===== src/rtl/frac_rtc_pkg.sv =====
package frac_rtc_pkg;
  localparam int ADDR_W = 6;
  localparam int IDX_W  = ADDR_W - 2;
  localparam int NUM_CH = 3;
  localparam int CAP_CH = 1;
  localparam int REARM_CH = 2;
  localparam int CAPMODE_BIT = NUM_CH;
  localparam int CFG_W = NUM_CH + 1;

  localparam logic [IDX_W-1:0] RI_CTRL  = 4'd0;
  localparam logic [IDX_W-1:0] RI_FLAGS = 4'd1;
  localparam logic [IDX_W-1:0] RI_SEC   = 4'd2;
  localparam logic [IDX_W-1:0] RI_FRAC  = 4'd3;
  localparam logic [IDX_W-1:0] RI_INC   = 4'd4;
  localparam logic [IDX_W-1:0] RI_CFG   = 4'd5;
  localparam logic [IDX_W-1:0] RI_CMP0  = 4'd6;
  localparam logic [IDX_W-1:0] RI_STEP2 = 4'd9;
  localparam logic [IDX_W-1:0] RI_CAPT  = 4'd10;
  localparam logic [IDX_W-1:0] RI_SYNC  = 4'd11;
  localparam logic [IDX_W-1:0] RI_TIME  = 4'd12;
endpackage


===== src/rtl/frac_rtc_accum.sv =====
module frac_rtc_accum #(
  parameter int W = 32
) (
  input  logic         clk,
  input  logic         rst,
  input  logic         run,
  input  logic [W-1:0] inc,
  input  logic         sec_wr,
  input  logic         frac_wr,
  input  logic [W-1:0] wdata,
  output logic [W-1:0] sec_q,
  output logic [W-1:0] frac_q
);
  logic [W:0] sum;
  assign sum = {1'b0, frac_q} + {1'b0, inc};

  always_ff @(posedge clk) begin
    if (rst) begin
      sec_q  <= '0;
      frac_q <= '0;
    end else begin
      if (frac_wr)  frac_q <= wdata;
      else if (run) frac_q <= sum[W-1:0];
      if (sec_wr)   sec_q <= wdata;
      else if (run && sum[W] && !frac_wr) sec_q <= sec_q + 1'b1;
    end
  end

  // seconds move by at most one per edge unless loaded
  a_r2_sec_step: assert property (@(posedge clk) disable iff (rst)
    !sec_wr |=> (sec_q == $past(sec_q)) || (sec_q == $past(sec_q) + 1'b1));
  // stopped counter holds
  a_r3_hold: assert property (@(posedge clk) disable iff (rst)
    (!run && !sec_wr && !frac_wr) |=> ($stable(sec_q) && $stable(frac_q)));
  // a fraction load appears on the next edge
  a_r10_frac_load: assert property (@(posedge clk) disable iff (rst)
    frac_wr |=> frac_q == $past(wdata));
endmodule


===== src/rtl/frac_rtc_chan.sv =====
module frac_rtc_chan #(
  parameter int W = 32,
  parameter bit CAPTURE = 1'b0,
  parameter bit REARM = 1'b0
) (
  input  logic         clk,
  input  logic         rst,
  input  logic         en,
  input  logic         cap_mode,
  input  logic [W-1:0] now,
  input  logic         cmp_wr,
  input  logic         step_wr,
  input  logic [W-1:0] wdata,
  input  logic         evt,
  input  logic         flag_clr,
  output logic [W-1:0] cmp_q,
  output logic [W-1:0] step_q,
  output logic [W-1:0] cap_q,
  output logic         flag_q
);
  logic evt_q, use_cap, hit, rise, set_req;

  assign use_cap = CAPTURE && cap_mode;
  assign hit     = en && !use_cap && (now == cmp_q);
  assign rise    = en && use_cap && evt && !evt_q;
  assign set_req = hit || rise;

  always_ff @(posedge clk) begin
    if (rst) begin
      evt_q  <= 1'b0;
      flag_q <= 1'b0;
    end else begin
      evt_q <= evt;
      if (set_req)       flag_q <= 1'b1;
      else if (flag_clr) flag_q <= 1'b0;
    end
  end

  always_ff @(posedge clk) begin
    if (rst)               cmp_q <= '0;
    else if (cmp_wr)       cmp_q <= wdata;
    else if (REARM && hit) cmp_q <= cmp_q + step_q;
  end

  generate
    if (REARM) begin : g_step
      always_ff @(posedge clk) begin
        if (rst)          step_q <= '0;
        else if (step_wr) step_q <= wdata;
      end
      // each match moves the compare word by one step
      a_r9_rearm: assert property (@(posedge clk) disable iff (rst)
        (hit && !cmp_wr) |=> cmp_q == $past(cmp_q) + $past(step_q));
    end else begin : g_nostep
      logic unused_step;
      assign unused_step = step_wr;
      assign step_q = '0;
    end

    if (CAPTURE) begin : g_cap
      always_ff @(posedge clk) begin
        if (rst)       cap_q <= '0;
        else if (rise) cap_q <= now;
      end
      // a capture holds the time view of its edge
      a_r8_capture: assert property (@(posedge clk) disable iff (rst)
        rise |=> cap_q == $past(now));
    end else begin : g_nocap
      assign cap_q = '0;
    end
  endgenerate

  // set wins, a lone clear drops the flag
  a_r7_set_wins: assert property (@(posedge clk) disable iff (rst)
    set_req |=> flag_q);
  a_r7_clear: assert property (@(posedge clk) disable iff (rst)
    (flag_clr && !set_req) |=> !flag_q);
endmodule


===== src/rtl/frac_rtc.sv =====
module frac_rtc
  import frac_rtc_pkg::*;
#(
  parameter int DATA_W = 32
) (
  input  logic              clk,
  input  logic              rst,
  input  logic              bus_wr,
  input  logic              bus_rd,
  input  logic [ADDR_W-1:0] bus_addr,
  input  logic [DATA_W-1:0] bus_wdata,
  output logic [DATA_W-1:0] bus_rdata,
  input  logic              cap_evt,
  output logic [NUM_CH-1:0] evt_flags
);
  localparam int HALF = DATA_W / 2;

  logic [IDX_W-1:0]  idx;
  logic              unused_lsb;
  logic              run_q;
  logic [CFG_W-1:0]  cfg_q;
  logic [DATA_W-1:0] inc_q, sec_q, frac_q, time_w;
  logic [DATA_W-1:0] cmp_a [NUM_CH];
  logic [DATA_W-1:0] step_a [NUM_CH];
  logic [DATA_W-1:0] cap_a [NUM_CH];
  logic [DATA_W-1:0] step_sel, cap_sel, rd_mux;
  logic [NUM_CH-1:0] flag_v;

  assign idx        = bus_addr[ADDR_W-1:2];
  assign unused_lsb = ^bus_addr[1:0];
  assign time_w     = {sec_q[HALF-1:0], frac_q[DATA_W-1 -: HALF]};

  always_ff @(posedge clk) begin
    if (rst) begin
      run_q <= 1'b0;
      cfg_q <= '0;
      inc_q <= '0;
    end else if (bus_wr) begin
      if (idx == RI_CTRL) run_q <= bus_wdata[0];
      if (idx == RI_CFG)  cfg_q <= bus_wdata[CFG_W-1:0];
      if (idx == RI_INC)  inc_q <= bus_wdata;
    end
  end

  frac_rtc_accum #(.W(DATA_W)) accum_i (
    .clk(clk), .rst(rst), .run(run_q), .inc(inc_q),
    .sec_wr(bus_wr && idx == RI_SEC), .frac_wr(bus_wr && idx == RI_FRAC),
    .wdata(bus_wdata), .sec_q(sec_q), .frac_q(frac_q)
  );

  for (genvar c = 0; c < NUM_CH; c++) begin : g_ch
    frac_rtc_chan #(
      .W(DATA_W), .CAPTURE(c == CAP_CH), .REARM(c == REARM_CH)
    ) chan_i (
      .clk(clk), .rst(rst), .en(cfg_q[c]), .cap_mode(cfg_q[CAPMODE_BIT]),
      .now(time_w),
      .cmp_wr(bus_wr && idx == IDX_W'(RI_CMP0 + c)),
      .step_wr(bus_wr && idx == RI_STEP2),
      .wdata(bus_wdata), .evt(cap_evt),
      .flag_clr(bus_wr && idx == RI_FLAGS && bus_wdata[c]),
      .cmp_q(cmp_a[c]), .step_q(step_a[c]), .cap_q(cap_a[c]), .flag_q(flag_v[c])
    );
  end

  always_comb begin
    step_sel = '0;
    cap_sel  = '0;
    for (int c = 0; c < NUM_CH; c++) begin
      step_sel = step_sel | step_a[c];
      cap_sel  = cap_sel | cap_a[c];
    end
  end

  always_comb begin
    rd_mux = '0;
    case (idx)
      RI_CTRL:  rd_mux = DATA_W'(run_q);
      RI_FLAGS: rd_mux = DATA_W'(flag_v);
      RI_SEC:   rd_mux = sec_q;
      RI_FRAC:  rd_mux = frac_q;
      RI_INC:   rd_mux = inc_q;
      RI_CFG:   rd_mux = DATA_W'(cfg_q);
      RI_STEP2: rd_mux = step_sel;
      RI_CAPT:  rd_mux = cap_sel;
      RI_SYNC:  rd_mux = '0;
      RI_TIME:  rd_mux = time_w;
      default: begin
        for (int c = 0; c < NUM_CH; c++)
          if (idx == IDX_W'(RI_CMP0 + c)) rd_mux = cmp_a[c];
      end
    endcase
  end

  always_ff @(posedge clk) begin
    if (rst)         bus_rdata <= '0;
    else if (bus_rd) bus_rdata <= rd_mux;
  end

  assign evt_flags = flag_v;

  // read data holds between reads
  a_r4_rdata_hold: assert property (@(posedge clk) disable iff (rst)
    !bus_rd |=> $stable(bus_rdata));
  // a disabled channel 0 never raises its flag
  a_r6_disabled: assert property (@(posedge clk) disable iff (rst)
    !cfg_q[0] |=> !$rose(evt_flags[0]));
endmodule


===== config.mk =====
export PLATFORM = sky130hd
export DESIGN_NAME = frac_rtc
export DESIGN_NICKNAME = d
export VERILOG_FILES = /design/src/rtl/frac_rtc_pkg.sv /design/src/rtl/frac_rtc_accum.sv /design/src/rtl/frac_rtc_chan.sv /design/src/rtl/frac_rtc.sv
export SDC_FILE = /design/constraint.sdc
export NUM_CORES = 1
export LEC_CHECK = 0
export BUFFER_PORTS_ARGS = -buffer_cell sky130_fd_sc_hd__buf_2
export CORE_MARGIN = 5
export CORE_UTILIZATION = 40
export CTS_BUF_LIST = sky130_fd_sc_hd__clkbuf_8 sky130_fd_sc_hd__clkbuf_16
export DETAILED_ROUTE_END_ITERATION = 16
export GPL_TIMING_DRIVEN = 0
export PLACE_DENSITY_LB_ADDON = 0.2
export SLEW_MARGIN = 20
export SYNTH_ARGS = -nofsm -noshare
export SYNTH_HDL_FRONTEND = slang
export SYNTH_SLANG_ARGS = --single-unit

===== constraint.sdc =====
create_clock -name clk -period 3.2 [get_ports clk]
set_input_delay 0.48 -clock clk [delete_from_list [all_inputs] [get_ports clk]]
set_output_delay 0.48 -clock clk [all_outputs]
set_load 0.03 [all_outputs]

== Word-level counts from Yosys, hierarchy flattened ==
Cells that the tools add are included.
Operators by class
  add/subtract/negate cells: 3
  eq/ne operators: 15
  muxes and demuxes: 16
  reduce and logical (&&, ||, !) cells: 33
Operators with widths (count)
  32-bit case mux with 10 select lines: 1
  32-bit 2-to-1 mux: 9
  32-bit equality test: 3
  32-bit by 32-bit adder with 33-bit output: 1
  32-bit by 1-bit adder with 32-bit output, second input constant: 1
  32-bit adder: 1
  4-bit equality test, second input constant: 5
  1-bit logical AND: 19
  4-bit by 3-bit equality test with 1-bit output, second input constant: 4
  2-bit nonzero test: 6
  4-bit by 2-bit equality test with 1-bit output, second input constant: 2
  1-bit 2-to-1 mux: 6
  2-bit AND reduction: 3
  4-bit by 1-bit equality test with 1-bit output, second input constant: 1
  4-bit zero test: 1
  1-bit zero test: 3
  1-bit logical OR: 1
Word-level totals
  flip-flop bits (word level): 297
  input bits: 43
  output and inout bits: 35
  word-level logic and storage cells: 82

== Logic depth before layout (Yosys ltp) ==
  depth in word-level cells: 6
  depth in mapped cells: 13
  mapped depth without buffers: 12

== By module ==
Synthesis repeated with hierarchy kept, for this count alone.
Unflattened totals
  cell total of the unflattened synthesis: 2408
  area, all modules: 19875.3 um^2
By module, submodules not included
  frac_rtc: times used 1, cells an instance 630, area an instance 5031.1 um^2, sequential area each 1381.3 um^2
  frac_rtc_chan at g_ch[2].chan_i: times used 1, cells an instance 605, area an instance 4979.8 um^2, sequential area each 1301.2 um^2
  frac_rtc_accum: times used 1, cells an instance 630, area an instance 4959.8 um^2, sequential area each 1281.2 um^2
  frac_rtc_chan at g_ch[1].chan_i: times used 1, cells an instance 327, area an instance 2914.0 um^2, sequential area each 1321.3 um^2
  frac_rtc_chan at g_ch[0].chan_i: times used 1, cells an instance 216, area an instance 1990.7 um^2, sequential area each 660.6 um^2

== Least setup slack after synthesis ==
Ideal clock, no wire load.
  path type: flip-flop to flip-flop
  from: register accum_i.frac_q[0]
  to: register accum_i.frac_q[30]
  library setup time: 88 ps
  arrival time: 2892 ps
  required time: 3112 ps
  setup slack: 220 ps
  cell stages (with the launch flop): 13
  path buffers: 0
  clock period less this slack: 2980 ps
  cell sequence: dfxtp_1 -> ha_1 -> inv_1 -> fa_1 -> nand2b_1 -> a211oi_2 -> o2111ai_1 -> a31oi_2 -> a31oi_1 -> o31ai_2 -> a221oi_2 -> mux2_4 -> a311oi_2
Between the ends
  longest elaborated chain between the ends: 3
Ends and longest elaborated chain
  start, declared: RTL line frac_rtc_accum.sv:12  | output logic [W-1:0] frac_q
  start signal, assigned: RTL line frac_rtc_accum.sv:22  | if (frac_wr) frac_q <= wdata;
  start signal, assigned: RTL line frac_rtc_accum.sv:23  | else if (run) frac_q <= sum[W-1:0];
  32-bit by 32-bit adder with 33-bit output: RTL line frac_rtc_accum.sv:15  | assign sum = {1'b0, frac_q} + {1'b0, inc};
  32-bit 2-to-1 mux: RTL line frac_rtc_accum.sv:23
  32-bit 2-to-1 mux: RTL line frac_rtc_accum.sv:22
Every way passes these cells. The select of a mux whose other input is x is not followed.
A chain may end at the register's enable or synchronous reset.

== Worst setup path in the final report ==
  from: register inc_q[1]
  to: register accum_i.frac_q[28]
Between the ends
  longest elaborated chain between the ends: 3
Ends and longest elaborated chain
  start, declared: RTL line frac_rtc.sv:22  | logic [DATA_W-1:0] inc_q, sec_q, frac_q, time_w;
  start signal, assigned: RTL line frac_rtc.sv:41  | if (idx == RI_INC) inc_q <= bus_wdata;
  32-bit by 32-bit adder with 33-bit output: RTL line frac_rtc_accum.sv:15
  32-bit 2-to-1 mux: RTL line frac_rtc_accum.sv:23
  32-bit 2-to-1 mux: RTL line frac_rtc_accum.sv:22
Every way passes these cells. The select of a mux whose other input is x is not followed.

==> summary.txt <==
Clock network
  • CTS tree: done
  • Clock Latency Late Sink: 0.57 ns
  • Num CTS Buffers: 37
  • CTS Root Cell: clkbuf_16
  • Max Buffers Root-to-Sink: 3
  • CTS sink cnt: 297
  • Clock slew at reported path FFs: 0.06 ns
  • CTS H-Tree Depth: 2

Placement
  • Final RePlAce weighted congestion: 1.03
  • DP Area: 18800 µm²
  • Buffers on Ports: 68
  • Dpl cells: 2926
  • Placed wire-length estimate: 67700 µm
  • Pre-CTS WS: -0.553 ns

Min path
  • Hold crit path type: input pin to register
  • Hold path start: cap_evt

Synth
  • Post-Synthesis Cells: 2266
  • Most used DFF post-synth: dfxtp_1
  • Sequential-to-total area share from yosys stat: 0.336
  • Post-synthesis cell area: 17700 µm²
  • Synth async-reset ratio: 0
  • Post-Syn Nets: 2375
  • Distinct cells, synth: 86
  • Post-synth EDFFs: 0
  • Syn Area/Cell: 7.80 µm²
  • Ys Warns: 0
  • Synth Register Bits: 297

Floorplanning
  • Die width: 220 µm
  • Initial cell density of the core: 0.402
  • Die height: 220 µm
  • Die area: 48500 µm²
  • IO Pins: 78
  • CORE AREA: 43900 µm²
  • Rows: 77

Critical path
  • R2R Path End: accum_i.frac_q[28]
  • Crit path capture: accum_i.frac_q[28]
  • WP data arrival: 3.63 ns
  • Worst reg-to-reg setup slack: 0.04 ns
  • Critical path class: register to register
  • Reg-to-Reg Start: inc_q[1]
  • R2r worst-path depth: 13
  • CP endpoint kind: register
  • Critical Path Start Type: register
  • Crit path max fanout: 4
  • Required @ worst endpoint: 3.67 ns
  • Critical Path Start: inc_q[1]

Pwr
  • Overall power: 9.11 mW
  • Logic pwr share: 0.095
  • Sequential Power Share: 0.424
  • Clock power share: 0.481
  • Sw Share: 0.277
  • Pwr Density: 442 nW/µm²
  • VDD IR-drop max: 0.460 mV
  • NetSw: 2.52 mW
  • Lkg Pwr: 7.59 nW
  • Internal power: 6.59 mW

Timing
  • Fmax: 0.316 GHz
  • Post-route worst setup slack: 0.0369 ns
  • Worst clock skew: 0.0211 ns
  • Final setup fails: 0
  • RSZ-0062 raised after global routing: true
  • Post-route clock period utilization: 0.988
  • Final hold violation count: 0
  • Slew Viols, Final: 0
  • Slew HR: 0.244
  • Worst Tran Pin Value: 1.13 ns
  • WHS: 0.227 ns
  • Minimum clock period: 3.16 ns

Layout
  • Post-route design area: 20600 µm²
  • Leading cell type in the layout, fill and taps excluded: nand2_1
  • Fin cells: 3013
  • Area Growth Syn to Fin: 16.5%
  • Layout cells sized above 1: 0.112
  • Final nets: 2503
  • Antenna fix cells: 0
  • Most frequent cells in the layout: 438 x nand2_1, 284 x dfxtp_1, 242 x a21oi_1, 174 x nor2_1, 145 x clkbuf_1

Routing
  • DRT antenna net count: 0
  • Final WL: 88400 µm
  • # DRC: 0
  • Iteration-0 DRC Markers: 2336
  • Vias per cell: 6.24
  • Routed len/inst: 29.3 µm
  • TritonRoute pass-1 iters: 8
  • Via count: 18801

GRT
  • First-pass GRT wire length: 124000 µm
  • Antenna violations before repair: 1
  • Largest net degree at the start of global routing: 13
  • Grt ovf: 0
  • Vias in the first global route: 17403
  • Total GRT Usage: 0.353

Run
  • Max-cap viol count: 0

Status
  • Status: finished, final reports clean
worst max-delay path: stages, from the launching register on:
cell and delay [ns]:
dfxtp_1 0.45, inv_1 0.09, fa_2 0.36, nand2b_4 0.17, a211oi_4 0.24, o2111ai_2 0.18, a31oi_2 0.18, buf_4 0.17
buf_6 0.10, a31oi_4 0.10, o31ai_4 0.32, a221oi_4 0.14, xor2_2 0.21, a2111oi_2 0.35
flip-flops by register name (all words and copies together) (netlist names):
signal / cells
accum_i.frac_q: 32
accum_i.sec_q: 32
bus_rdata: 32
cfg_q: 4
g_ch.chan_i.cap_q: 32
g_ch.chan_i.cmp_q: 96
g_ch.chan_i.evt_q: 1
g_ch.chan_i.flag_q: 3
g_ch.chan_i.step_q: 32
inc_q: 32
run_q: 1
power by group through the flow:
| stage | sequential [mW] | clock, mW | combinational, mW |
|---|---|---|---|
| floorplan | 3.93 | 0 | 0.418 |
| CTS | 3.85 | 4.39 | 0.832 |
| global placement | 3.93 | 0 | 0.825 |
| finish | 3.86 | 4.38 | 0.868 |
| global route | 3.86 | 4.55 | 0.898 |
| detailed placement | 3.93 | 0 | 0.827 |
stage by stage:
step | util | TNS (ns)
3_3_place_gp | 0.427 | -31.62
2_1_floorplan | - | 0
4_1_cts | 0.461 | 0
5_1_grt | 0.469 | -0.618
3_5_place_dp | 0.427 | -33.53
6_report | 0.469 | 0
kinds of logic (layout without fill, tap and decap cells):
kind of cell,Yosys count,in the layout,synth area share
simple gates,820,820,0.207
compound gates,675,675,0.260
flops,297,297,0.336
buf+inv,209,364,0.0479
xor+xnor,167,167,0.0828
fa+ha+maj,66,66,0.0476
mux,32,32,0.0185
cell type report:
cell class	count	area [µm²]
clock inverters	21	188
well taps	592	741
inverters	22	82.6
fillers	4504	23300
repair buffers	91	539
plain buffers	185	788
clock buffers	45	1060
multi-input cells	1760	11200
flip-flops and latches	297	5970
how the worst min path moves through the flow:
stage	to	slack (ns)	cells past startpoint
6_report	g_ch[1].chan_i.evt_q	0.23	2
5_1_grt	g_ch[1].chan_i.evt_q	0.23	2
4_1_cts	g_ch[1].chan_i.evt_q	0.20	2
3_5_place_dp	g_ch[1].chan_i.cap_q[7]	0.45	2
3_3_place_gp	g_ch[1].chan_i.cap_q[21]	0.44	2
2_1_floorplan	g_ch[1].chan_i.cap_q[3]	0.44	2
layer usage:
layer / vias up / track usage / share of wire
met5: - / 0 / 0
met1: 9081 / 0.456 / 0.40
met2: 1069 / 0.556 / 0.44
met4: 0 / 0.194 / 0.066
met3: 275 / 0.0668 / 0.094
li1: 8376 / - / -
repair_timing:
action,in CTS,in global routing
buffers inserted,8,14
gates resized for setup,53,67
endpoints found under the hold margin,0,0
cloned,1,0
pin swaps,16,31
hold buffers,0,0
setup endpoints to repair,67,54
cell usage after synthesis, types with 11 or more instances:
cell type,number,area share
nor3_1,20,0.0057
xnor2_1,92,0.046
nand2b_1,18,0.0064
o211ai_1,11,0.0047
mux2i_1,29,0.016
clkbuf_1,164,0.035
nand3_1,33,0.0093
inv_1,22,0.0047
dfxtp_1,297,0.34
nand4_1,30,0.011
a21oi_1,248,0.070
o21ai_0,53,0.015
a21o_1,33,0.014
a22oi_1,48,0.020
a311oi_1,44,0.022
nor2_1,177,0.038
a211oi_1,76,0.032
ha_1,64,0.045
xor2_1,75,0.037
a22o_1,40,0.020
a221oi_1,44,0.022
a31oi_1,11,0.0039
nand2_1,438,0.093
and3_1,25,0.0088
nor4_1,15,0.0053
Power figures use the tool's default switching activity.
